**src/rtl/sls_pkg.sv**
```systemverilog
package sls_pkg;
    localparam int MAIN_AW      = 16;
    localparam int CMD_AW       = 6;
    localparam int HDR_SPACE_B  = 7;
    localparam int HDR_WR_B     = 6;
    localparam int MAIN_HDR_LEN = 4;
    localparam int CMD_HDR_LEN  = 2;
    localparam logic [CMD_AW-1:0] CA_ID    = 6'h00;
    localparam logic [CMD_AW-1:0] CA_MASK  = 6'h02;
    localparam logic [CMD_AW-1:0] CA_CAUSE = 6'h03;
    localparam logic [7:0] CAUSE_LIVE = 8'hF8;

    typedef enum logic {PH_HDR, PH_DATA} phase_e;
endpackage

```
**src/rtl/sls_hdr_parser.sv**
```systemverilog
module sls_hdr_parser
    import sls_pkg::*;
(
    input  logic                clk,
    input  logic                rst_n,
    input  logic                sel,
    input  logic                rx_vld,
    input  logic [7:0]          rx_byte,
    input  logic [7:0]          main_rdata,
    input  logic [7:0]          cmd_rdata,
    output logic [7:0]          tx_byte,
    output logic [MAIN_AW-1:0]  acc_addr,
    output logic                main_sp,
    output logic                id_mode,
    output logic                rd_fetch,
    output logic                wr_stb
);
    localparam int HCW = $clog2(MAIN_HDR_LEN);

    typedef struct packed {
        phase_e             ph;
        logic [HCW-1:0]     hcnt;
        logic               main;
        logic               wr;
        logic               idm;
        logic [MAIN_AW-1:0] addr;
        logic               fetch;
        logic [7:0]         tx;
    } pst_t;

    pst_t st_d, st_q;
    logic stb, last_hdr;

    always_comb begin
        st_d     = st_q;
        st_d.fetch = 1'b0;
        stb      = sel && rx_vld;
        last_hdr = 1'b0;
        if (!sel) begin
            st_d.ph   = PH_HDR;
            st_d.hcnt = '0;
            st_d.idm  = 1'b0;
            st_d.tx   = 8'h00;
        end else begin
            if (st_q.fetch)
                st_d.tx = st_q.main ? main_rdata : cmd_rdata;
            if (stb && st_q.ph == PH_HDR) begin
                st_d.hcnt = st_q.hcnt + 1'b1;
                if (st_q.hcnt == '0) begin
                    st_d.main = rx_byte[HDR_SPACE_B];
                    st_d.wr   = rx_byte[HDR_WR_B];
                    st_d.addr = '0;
                    if (!rx_byte[HDR_SPACE_B])
                        st_d.addr[CMD_AW-1:0] = rx_byte[CMD_AW-1:0];
                end else if (st_q.main) begin
                    if (st_q.hcnt == HCW'(1)) st_d.addr[MAIN_AW-1:8] = rx_byte;
                    if (st_q.hcnt == HCW'(2)) st_d.addr[7:0] = rx_byte;
                    last_hdr = (st_q.hcnt == HCW'(MAIN_HDR_LEN - 1));
                end else begin
                    last_hdr = (st_q.hcnt == HCW'(CMD_HDR_LEN - 1));
                end
                if (last_hdr) begin
                    st_d.ph    = PH_DATA;
                    st_d.hcnt  = '0;
                    st_d.fetch = !st_q.wr;
                    st_d.idm   = !st_q.main && !st_q.wr && (st_q.addr[CMD_AW-1:0] == CA_ID);
                end
            end else if (stb) begin
                st_d.addr  = st_q.addr + 1'b1;
                st_d.fetch = !st_q.wr;
            end
        end
    end

    always_ff @(posedge clk or negedge rst_n) begin
        if (!rst_n) begin
            st_q <= '{ph: PH_HDR, hcnt: '0, main: 1'b0, wr: 1'b0, idm: 1'b0,
                      addr: '0, fetch: 1'b0, tx: 8'h00};
        end else begin
            st_q <= st_d;
        end
    end

    assign tx_byte  = st_q.tx;
    assign acc_addr = st_q.addr;
    assign main_sp  = st_q.main;
    assign id_mode  = st_q.idm;
    assign rd_fetch = st_q.fetch && sel;
    assign wr_stb   = stb && st_q.ph == PH_DATA && st_q.wr;


    abort_to_hdr_chk: assert property (@(posedge clk) disable iff (!rst_n)
        !sel |=> (st_q.ph == PH_HDR && st_q.hcnt == '0 && st_q.tx == 8'h00));

    fetch_after_stb_chk: assert property (@(posedge clk) disable iff (!rst_n)
        rd_fetch |-> $past(rx_vld && sel));
endmodule

```
**src/rtl/sls_cmd_regs.sv**
```systemverilog
module sls_cmd_regs
    import sls_pkg::*;
#(
    parameter int          CMD_REGS = 16,
    parameter logic [31:0] DEV_ID   = 32'h04020200
) (
    input  logic              clk,
    input  logic              rst_n,
    input  logic [CMD_AW-1:0] addr,
    input  logic              id_mode,
    input  logic              wr_en,
    input  logic [7:0]        wr_data,
    input  logic [7:0]        evt,
    output logic [7:0]        rdata,
    output logic              irq
);
    localparam int RIW = $clog2(CMD_REGS);

    typedef struct packed {
        logic [CMD_REGS-1:0][7:0] gen;
        logic [7:0]               mask;
        logic [7:0]               cause;
    } cst_t;

    cst_t cs_d, cs_q;
    logic in_range;
    logic [7:0] clr;

    assign in_range = addr < CMD_AW'(CMD_REGS);

    always_comb begin
        cs_d = cs_q;
        clr  = 8'h00;
        if (wr_en) begin
            if (addr == CA_MASK)        cs_d.mask = wr_data;
            else if (addr == CA_CAUSE)  clr = wr_data;
            else if (addr != CA_ID && in_range) cs_d.gen[addr[RIW-1:0]] = wr_data;
        end
        cs_d.cause = (cs_q.cause & ~clr) | (evt & CAUSE_LIVE);
    end

    always_comb begin
        rdata = 8'h00;
        if (id_mode) begin
            if (addr < CMD_AW'(4))
                rdata = DEV_ID[(3 - int'(addr[1:0])) * 8 +: 8];
        end else if (addr == CA_MASK) begin
            rdata = cs_q.mask;
        end else if (addr == CA_CAUSE) begin
            rdata = cs_q.cause;
        end else if (addr != CA_ID && in_range) begin
            rdata = cs_q.gen[addr[RIW-1:0]];
        end
    end

    always_ff @(posedge clk or negedge rst_n) begin
        if (!rst_n) cs_q <= '0;
        else        cs_q <= cs_d;
    end

    assign irq = |(cs_q.cause & cs_q.mask);


    mask_load_chk: assert property (@(posedge clk) disable iff (!rst_n)
        (wr_en && addr == CA_MASK) |=> cs_q.mask == $past(wr_data));

    cause_w1c_chk: assert property (@(posedge clk) disable iff (!rst_n)
        (wr_en && addr == CA_CAUSE && evt == 8'h00) |=> (cs_q.cause & $past(wr_data)) == 8'h00);

    cause_set_chk: assert property (@(posedge clk) disable iff (!rst_n)
        (evt & CAUSE_LIVE) != 8'h00 |=> (cs_q.cause & $past(evt & CAUSE_LIVE)) == $past(evt & CAUSE_LIVE));
endmodule

```
**src/rtl/sreg_link_slave.sv**
```systemverilog
module sreg_link_slave
    import sls_pkg::*;
#(
    parameter int          CMD_REGS = 16,
    parameter logic [31:0] DEV_ID   = 32'h04020200
) (
    input  logic               clk,
    input  logic               rst_n,
    input  logic               sel,
    input  logic               rx_vld,
    input  logic [7:0]         rx_byte,
    output logic [7:0]         tx_byte,
    output logic [MAIN_AW-1:0] bus_addr,
    output logic               bus_rd,
    input  logic [7:0]         bus_rdata,
    output logic               bus_wr,
    output logic [7:0]         bus_wdata,
    input  logic [7:0]         evt,
    output logic               irq
);
    logic [MAIN_AW-1:0] acc_addr;
    logic main_sp, id_mode, rd_fetch, wr_stb;
    logic [7:0] cmd_rdata;

    sls_hdr_parser u_parser (
        .clk        (clk),
        .rst_n      (rst_n),
        .sel        (sel),
        .rx_vld     (rx_vld),
        .rx_byte    (rx_byte),
        .main_rdata (bus_rdata),
        .cmd_rdata  (cmd_rdata),
        .tx_byte    (tx_byte),
        .acc_addr   (acc_addr),
        .main_sp    (main_sp),
        .id_mode    (id_mode),
        .rd_fetch   (rd_fetch),
        .wr_stb     (wr_stb)
    );

    sls_cmd_regs #(.CMD_REGS(CMD_REGS), .DEV_ID(DEV_ID)) u_cmd (
        .clk     (clk),
        .rst_n   (rst_n),
        .addr    (acc_addr[CMD_AW-1:0]),
        .id_mode (id_mode),
        .wr_en   (wr_stb && !main_sp),
        .wr_data (rx_byte),
        .evt     (evt),
        .rdata   (cmd_rdata),
        .irq     (irq)
    );

    assign bus_addr  = acc_addr;
    assign bus_rd    = rd_fetch && main_sp;
    assign bus_wr    = wr_stb && main_sp;
    assign bus_wdata = rx_byte;


    bus_excl_chk: assert property (@(posedge clk) disable iff (!rst_n)
        $onehot0({bus_rd, bus_wr}));

    wr_in_stb_chk: assert property (@(posedge clk) disable iff (!rst_n)
        bus_wr |-> (sel && rx_vld && bus_wdata == rx_byte));
endmodule

```
**config.mk**
```make
export PLATFORM = sky130hd
export DESIGN_NAME = sreg_link_slave
export DESIGN_NICKNAME = d
export VERILOG_FILES = /design/src/rtl/sls_pkg.sv /design/src/rtl/sls_hdr_parser.sv /design/src/rtl/sls_cmd_regs.sv /design/src/rtl/sreg_link_slave.sv
export SDC_FILE = /design/constraint.sdc
export NUM_CORES = 1
export LEC_CHECK = 0
export ABC_AREA = 0
export ABC_CLOCK_PERIOD_IN_PS = 3600
export CORE_MARGIN = 2
export CORE_UTILIZATION = 45
export CTS_CLUSTER_DIAMETER = 40
export DETAILED_ROUTE_END_ITERATION = 10
export PLACE_DENSITY_LB_ADDON = 0.1
export SYNTH_ARGS = -nofsm -noshare
export SYNTH_HDL_FRONTEND = slang
export SYNTH_HIERARCHICAL = 1
export SYNTH_SLANG_ARGS = --single-unit
```
**constraint.sdc**
```tcl
create_clock -name clk -period 3.6 [get_ports clk]
set_input_delay 0.72 -clock clk [delete_from_list [all_inputs] [get_ports clk]]
set_output_delay 0.72 -clock clk [all_outputs]
set_load 0.05 [all_outputs]
```
==> impl_results.md, run 1 <==
* Vias per cell at 5.907
* Xor/xnor cell area share of the yosys netlist at 0.001994
* Die height at 143.7 um
* Metal2 WL at 10.23 mm
* Clock Sinks at 175
* Hold Fails Final Rpt at 0
* Worst slew pin tran at 898.0 ps
* Number of detailed-route iterations in the first pass at 5
* Final setup fails at 0
* Setup CP Type: reg -> out
* CTS H-Tree Depth at 4
* IO buf count at 59
* Max-cap viol count at 0
* Adder-Cell Fraction of Synth Area at 0.01425
* Most frequent cells after synthesis: dfrtp_1, mux2_2, mux2i_1
* Vias at 5948
* Worst r2r dst: u_cmd/cs_q[26]$_DFFE_PN0P_
* Hold Path Class: in -> async
* Setup crit start kind: register
* CP max FO at 14
* Post-route ant nets at 0
* Detailed Route Iter0 Violations at 458
* Share of the synthesized area in the top cell type at 0.4986
* Worst Path Buf+Inv at 1
* Setup TNS at 0 ps
* Nets at 767
* Largest family of logic cells by synthesized area: multiplexers
* Max-slew violation count at 0
* Initial antenna violation count at 0
* Clock buffer count from CTS at 17
* R2r startpoint: u_parser/acc_addr[0]$_DFFE_PN0P_
* Post-CTS setup buffer count at 0
* Final core occ at 0.5149
* Dpl hpwl at 14.71 mm
* Compound-Gate Fraction of Synth Area at 0.09786
* Ant. Diodes at 0
* Seq/Total Area, Yosys at 0.4986
* Starting density of the core at 0.4543
* Layout cells sized above 1 at 0.2790
* Worst Path Arrival at 2240 ps
* Routed metal-1 wirelength at 9.911 mm
* Async SR Flop Fraction at 1.000
* CTS tree: yes
* Synth Area in Simple Gates at 0.09074
* P&R area growth vs syn at 13.33%
* Row cnt at 51
* Highest metal used: met4
* Grt total ovfl at 0
* Mux cell area share after synthesis at 0.2339
* Core footprint at about 19000 sq um
* # DRC at 0
* Vias in the first global route at 6062
* Nature of the critical path endpoint: output port
* Slew headroom at 0.3991
* WP data required at 2880 ps
* Clock transition at the registers of the reported paths at 70 ps
* Delay-heaviest family, CP: buffers and inverters
* Crit-path cells: clkdlybuf4s50_1
* Leak at 0.004776 uW
* FMAX at 337.3 MHz
* Seq cells post-synth at between 150 and 200
* Post-synth cell types at 66
* Global-route wire length before repair at 34.42 mm
* Pwr dens at approximately 490 nW/um^2
* Main synth FF type: dfrtp_1
* Pin count of the biggest net entering global routing at 87
* Peak VDD IR at 0.0003317 V
* Final period util at 0.8235
* Routability congestion estimate from global placement at 0.8607
* R2R setup slack at 830 ps
* Status: completed
* Die ar. at 20650 sq um
* Synth warn at 6
* Die X at 143.7 um
* Mapped Cells at 728
* Ranking of synthesized cells by area: dfrtp_1, mux2_2, mux2i_1
* Post-synth EDFFs at 0
* Routed WL at 21.86 mm
* FF-to-FF path depth at 6
* DR WL met3 at 1.242 mm
* Crit path time final at 2964 ps
* Buffer depth of the longest clock path at 2
* Syn_area_per_cell at 12.07 sq um
* Post-CTS Resized at 0
* GRT Util Overall at 0.2231
* Most frequent cell after synthesis: dfrtp_1
* Area leader, netlist: dfrtp_1
* Wire per inst at 21.71 um
* Slowest cell on crit path: clkdlybuf4s50_1
* Hold buffers post-CTS at 0
* Syn Nets at around 770
* Crit-path max cell delay at 950 ps
* CTS root buf: clkbuf_16
* Unrepaired setup endpoints after global routing: no
* Clock latency on the worst-skew pair at between 400 and 500 ps
* Boundary pin count at 63
* Final worst clock skew at about 12 ps
* Cell Area, Synth at 8783 sq um
[logic make-up after synthesis]
kind of cell | count (synthesis)
AOI/OAI and AO/OA | 121
xor gates and xnor gates | 2
adders and majority gates | 10
buffers and inverters | 107
DFF | 175
muxes | 176
and+or+nand+nor | 137
[registers in the layout (all words and copies together), names as in the netlist]
name               cells
u_cmd/cs_q           144
u_parser/main_sp       1
u_parser/st_q          5
u_parser/id_mode       1
u_parser/acc_addr     16
u_parser/tx_byte       8
[cells in the final DEF, fill, tap and decap left out, types with 8 or more instances in the layout]
master,synthesis,routed
a31oi_1,15,15
mux2_1,8,8
buf_4,34,30
clkbuf_16,0,17
nand2_1,34,34
nor2_1,14,14
a21oi_1,18,18
mux2i_1,50,50
nand2_2,12,12
a21o_1,8,8
a22oi_1,24,24
o21ai_0,12,12
mux4_2,12,12
dfrtp_1,175,174
clkdlybuf4s50_1,0,48
ha_1,10,10
nand4_1,8,8
nand3_1,22,22
o211a_1,8,8
mux2_2,106,106
inv_1,9,9
[per-layer routing]
layer | vias to the layer above | GRT usage
li1 | 2637 | -
met1 | 3073 | 0.3076
met2 | 209 | 0.3501
met3 | 29 | 0.04465
met4 | 0 | 0.08359
met5 | - | 0
[area by class of cell]
type | instances | area, sq um
timing repair buffer | 80 | 737.0
fill | 1660 | 9380
multi-input combinational | 446 | 3854
inverter | 9 | 33.78
clock inverter | 14 | 178.9
tap | 265 | 331.6
clock buffer | 18 | 439.2
sequential | 175 | 4380
[worst max-delay path by stage]
stage	slack, ps	endpoint	depth (start not counted)	startpoint
5_1_grt	560	bus_addr[0]	1	u_parser/acc_addr[0]$_DFFE_PN0P_
3_5_place_dp	510	u_cmd/cs_q[24]$_DFFE_PN0P_	7	rx_vld
2_1_floorplan	1030	u_cmd/cs_q[24]$_DFFE_PN0P_	9	u_parser/acc_addr[0]$_DFFE_PN0P_
4_1_cts	610	bus_addr[1]	2	u_parser/acc_addr[1]$_DFFE_PN0P_
6_report	640	bus_addr[0]	1	u_parser/acc_addr[0]$_DFFE_PN0P_
3_3_place_gp	540	u_cmd/cs_q[24]$_DFFE_PN0P_	7	rx_vld
[power by group]
| group | switching (uW) | internal, uW | leakage (uW) | total (uW) |
|---|---|---|---|---|
| logic | 537 | 317 | 0.00208 | 855 |
| registers | 123 | 2020 | 0.00240 | 2140 |
| clock network | 802 | 1120 | 0.000300 | 1930 |
[metrics by stage]
stage | worst slack [ps] | hold WS [ps] | std cells | total power [uW] | area (sq um)
after global routing | 561.7 | 369.3 | 1007 | 5132 | 9955
after global placement | 540.8 | 360.3 | 975 | 3010 | 9336
final | 635.6 | 310.2 | 1007 | 4919 | 9955
after floorplan | 1031 | 423.9 | 728 | 2750 | 8783
after detailed placement | 505.0 | 362.2 | 975 | 3026 | 9336
after CTS | 611.3 | 368.2 | 1007 | 4962 | 9955
Note: power is estimated with default switching activity, not from simulation.
==> run 2, diff against run 1 <==
- ABC_CLOCK_PERIOD_IN_PS: 3600 -> 3000
- clock period: 3.6 -> 3 ns (I/O delays scaled with it)
==> run 2 against run 1 <==
  * Power up 18%
  * Flip-flop and latch count unchanged
  * Clock skew down 5.7 ps
  * Critical path type unchanged
==> impl_results.md, run 2 (synthesized netlist as in run 1, its figures left out) <==
* P&R area growth vs syn at 15.23% (was 13.33%)
* Hold Fails Final Rpt at 0 (unchanged)
* IO buf count at 59 (unchanged)
* Slew headroom at 0.3968 (was 0.3991)
* WP data required at 2400 ps (was 2880 ps)
* Hold Path Class: in -> async (unchanged)
* Ant. Diodes at 0 (unchanged)
* Grt total ovfl at 0 (unchanged)
* Layout fillers at 1680 (was 1660)
* Clock latency on the worst-skew pair at 430 ps (about the same)
* Starting density of the core at 0.4543 (unchanged)
* Routability congestion estimate from global placement at 0.9244 (was 0.8607)
* Setup CP Type: reg -> out (unchanged)
* Max-slew violation count at 0 (unchanged)
* Crit-path cells: buf_12 > clkdlybuf4s50_1 (was clkdlybuf4s50_1)
* Boundary pin count at 63 (unchanged)
* Final worst clock skew at 6.546 ps (was 12.25 ps)
* Setup TNS at 0 ps (unchanged)
* Peak VDD IR at 0.0003976 V (was 0.0003317 V)
* Die height at 143.7 um (unchanged)
* Final period util at 0.9586
* Power, Total at 5792 uW (was 4919 uW)
* Global-route wire length before repair at 34.64 mm (was 34.42 mm)
* Vias per cell at 5.781 (was 5.907)
* Die ar. at 20650 sq um (unchanged)
* Buffer depth of the longest clock path at 2 (unchanged)
* Die X at 143.7 um (unchanged)
* Worst slew pin tran at 902.9 ps (was 898.0 ps)
* Dpl hpwl at 14.98 mm (was 14.71 mm)
* CTS tree: yes (unchanged)
* Clock buffer count from CTS at 17 (unchanged)
* Max-cap viol count at 0 (unchanged)
* Crit-path max cell delay at 830 ps (was 950 ps)
* Slowest cell on crit path: clkdlybuf4s50_1 (unchanged)
* Wire per inst at 21.54 um (was 21.71 um)
* Row cnt at 51 (unchanged)
* DR WL met3 at 977 um (was 1.242 mm)
* CTS root buf: clkbuf_16 (unchanged)
* Metal2 WL at 10.27 mm (was 10.23 mm)
* Nature of the critical path endpoint: output port (unchanged)
* Reg with most FFs: u_cmd/cs_q (unchanged)
* Initial antenna violation count at 0 (unchanged)
* Vias at 5873 (was 5948)
* Layout cells sized above 1 at 0.2876 (was 0.2790)
* Commonest non-fill, non-tap cells in the layout: dfrtp_1, mux2_2, mux2i_1 (unchanged)
* Worst Path Arrival at 2280 ps (was 2240 ps)
* Max reg flops at 144 (unchanged)
* CTS H-Tree Depth at 4 (unchanged)
* Storage cell area at 4380 sq um (unchanged)
* Worst Path Buf+Inv at 2 (was 1)
* Highest metal used: met4 (unchanged)
* Hold buffers post-CTS at 0 (unchanged)
* Post-CTS Resized at 0 (unchanged)
* Nets at 776 (was 767)
* Clock transition at the registers of the reported paths at 70 ps (about the same)
* Clock Sinks at 175 (unchanged)
* # DRC at 0 (unchanged)
* Post-route ant nets at 0 (unchanged)
* Number of detailed-route iterations in the first pass at 5 (unchanged)
* Area occupied by multi-input gates at 3854 sq um (unchanged)
* Most common cell after layout, fill and taps aside: dfrtp_1 (unchanged)
* Setup crit start kind: register (unchanged)
* Status: completed (unchanged)
* Vias in the first global route at 6049 (was 6062)
* Core footprint at 19330 sq um (unchanged)
* FMAX at 347.7 MHz
* GRT Util Overall at 0.2243 (was 0.2231)
* Routed metal-1 wirelength at 10.07 mm (was 9.911 mm)
* Post-CTS setup buffer count at 0 (unchanged)
* Detailed Route Iter0 Violations at 424 (was 458)
* Final setup fails at 0 (unchanged)
* Delay-heaviest family, CP: buffers and inverters (unchanged)
* Unrepaired setup endpoints after global routing: no (unchanged)
* Routed WL at 21.88 mm (was 21.86 mm)
* Crit path time final at roughly 2900 ps
* Pwr dens at 572.3 nW/um^2 (was 494.1 nW/um^2)
* CP max FO at 22 (was 14)
* Leak at 0.004848 uW (was 0.004776 uW)
* Pin count of the biggest net entering global routing at 73 (was 87)
## run 2: cell count changes in the layout (fill, tap and decap cells not counted)
cell	change
clkbuf_8	-1
inv_8	+3
clkinv_8	+2
buf_12	+11
bufinv_16	-3
buf_4	-2
clkinv_4	+2
clkinv_2	-2
inv_6	-1
## run 2: layer usage
metal / track usage / up-vias
met5: 0 / -
met4: 0.08204 / 0
met3: 0.04232 / 45
met2: 0.3579 / 190
met1: 0.3067 / 2992
li1: - / 2646
## run 2: cell type report
type                    instances  share of cell area
flip-flops and latches        175              0.4328
repair buffers                 89             0.09309
clock buffers                  17             0.04203
clock inverters                15             0.01521
multi-input cells             446              0.3808
well taps                     265             0.03276
inverters                       9            0.003338
## run 2: final timing paths
kind,from,end,slack [ps],cells after the start
max,u_parser/acc_addr[1]$_DFFE_PN0P_,bus_addr[1],120,2
min,rst_n,u_parser/acc_addr[8]$_DFFE_PN0P_,170,1
max reg2reg,u_parser/acc_addr[0]$_DFFE_PN0P_,u_parser/tx_byte[5]$_DFFE_PN0P_,230,7
min reg2reg,u_cmd/cs_q[43]$_DFFE_PN0P_,u_cmd/cs_q[43]$_DFFE_PN0P_,370,0
max in group asynchronous,rst_n,u_cmd/cs_q[131]$_DFFE_PN0P_,1940,2
min in group clk,u_cmd/cs_q[43]$_DFFE_PN0P_,u_cmd/cs_q[43]$_DFFE_PN0P_,370,0
## run 2: report_power, final
part / total, uW / internal [uW] / leakage, uW / switching [uW]
Combinational: 1080 / 419 / 0.00217 / 657
Sequential: 2560 / 2420 / 0.00240 / 146
Clock: 2150 / 1110 / 0.000278 / 1040
## run 2: stage by stage
stage                     setup slack, ps  hold slack [ps]  area (sq um)    util  instances
final                               124.2            167.4         10120  0.5235       1016
after global routing                48.93            200.7         10120  0.5235       1016
after CTS                           100.2            194.6         10120  0.5235       1016
after detailed placement            262.1            363.5          9542  0.4935        984
after global placement              267.9            360.7          9542  0.4935        984
after floorplan                     430.8            304.4          8783       -        728
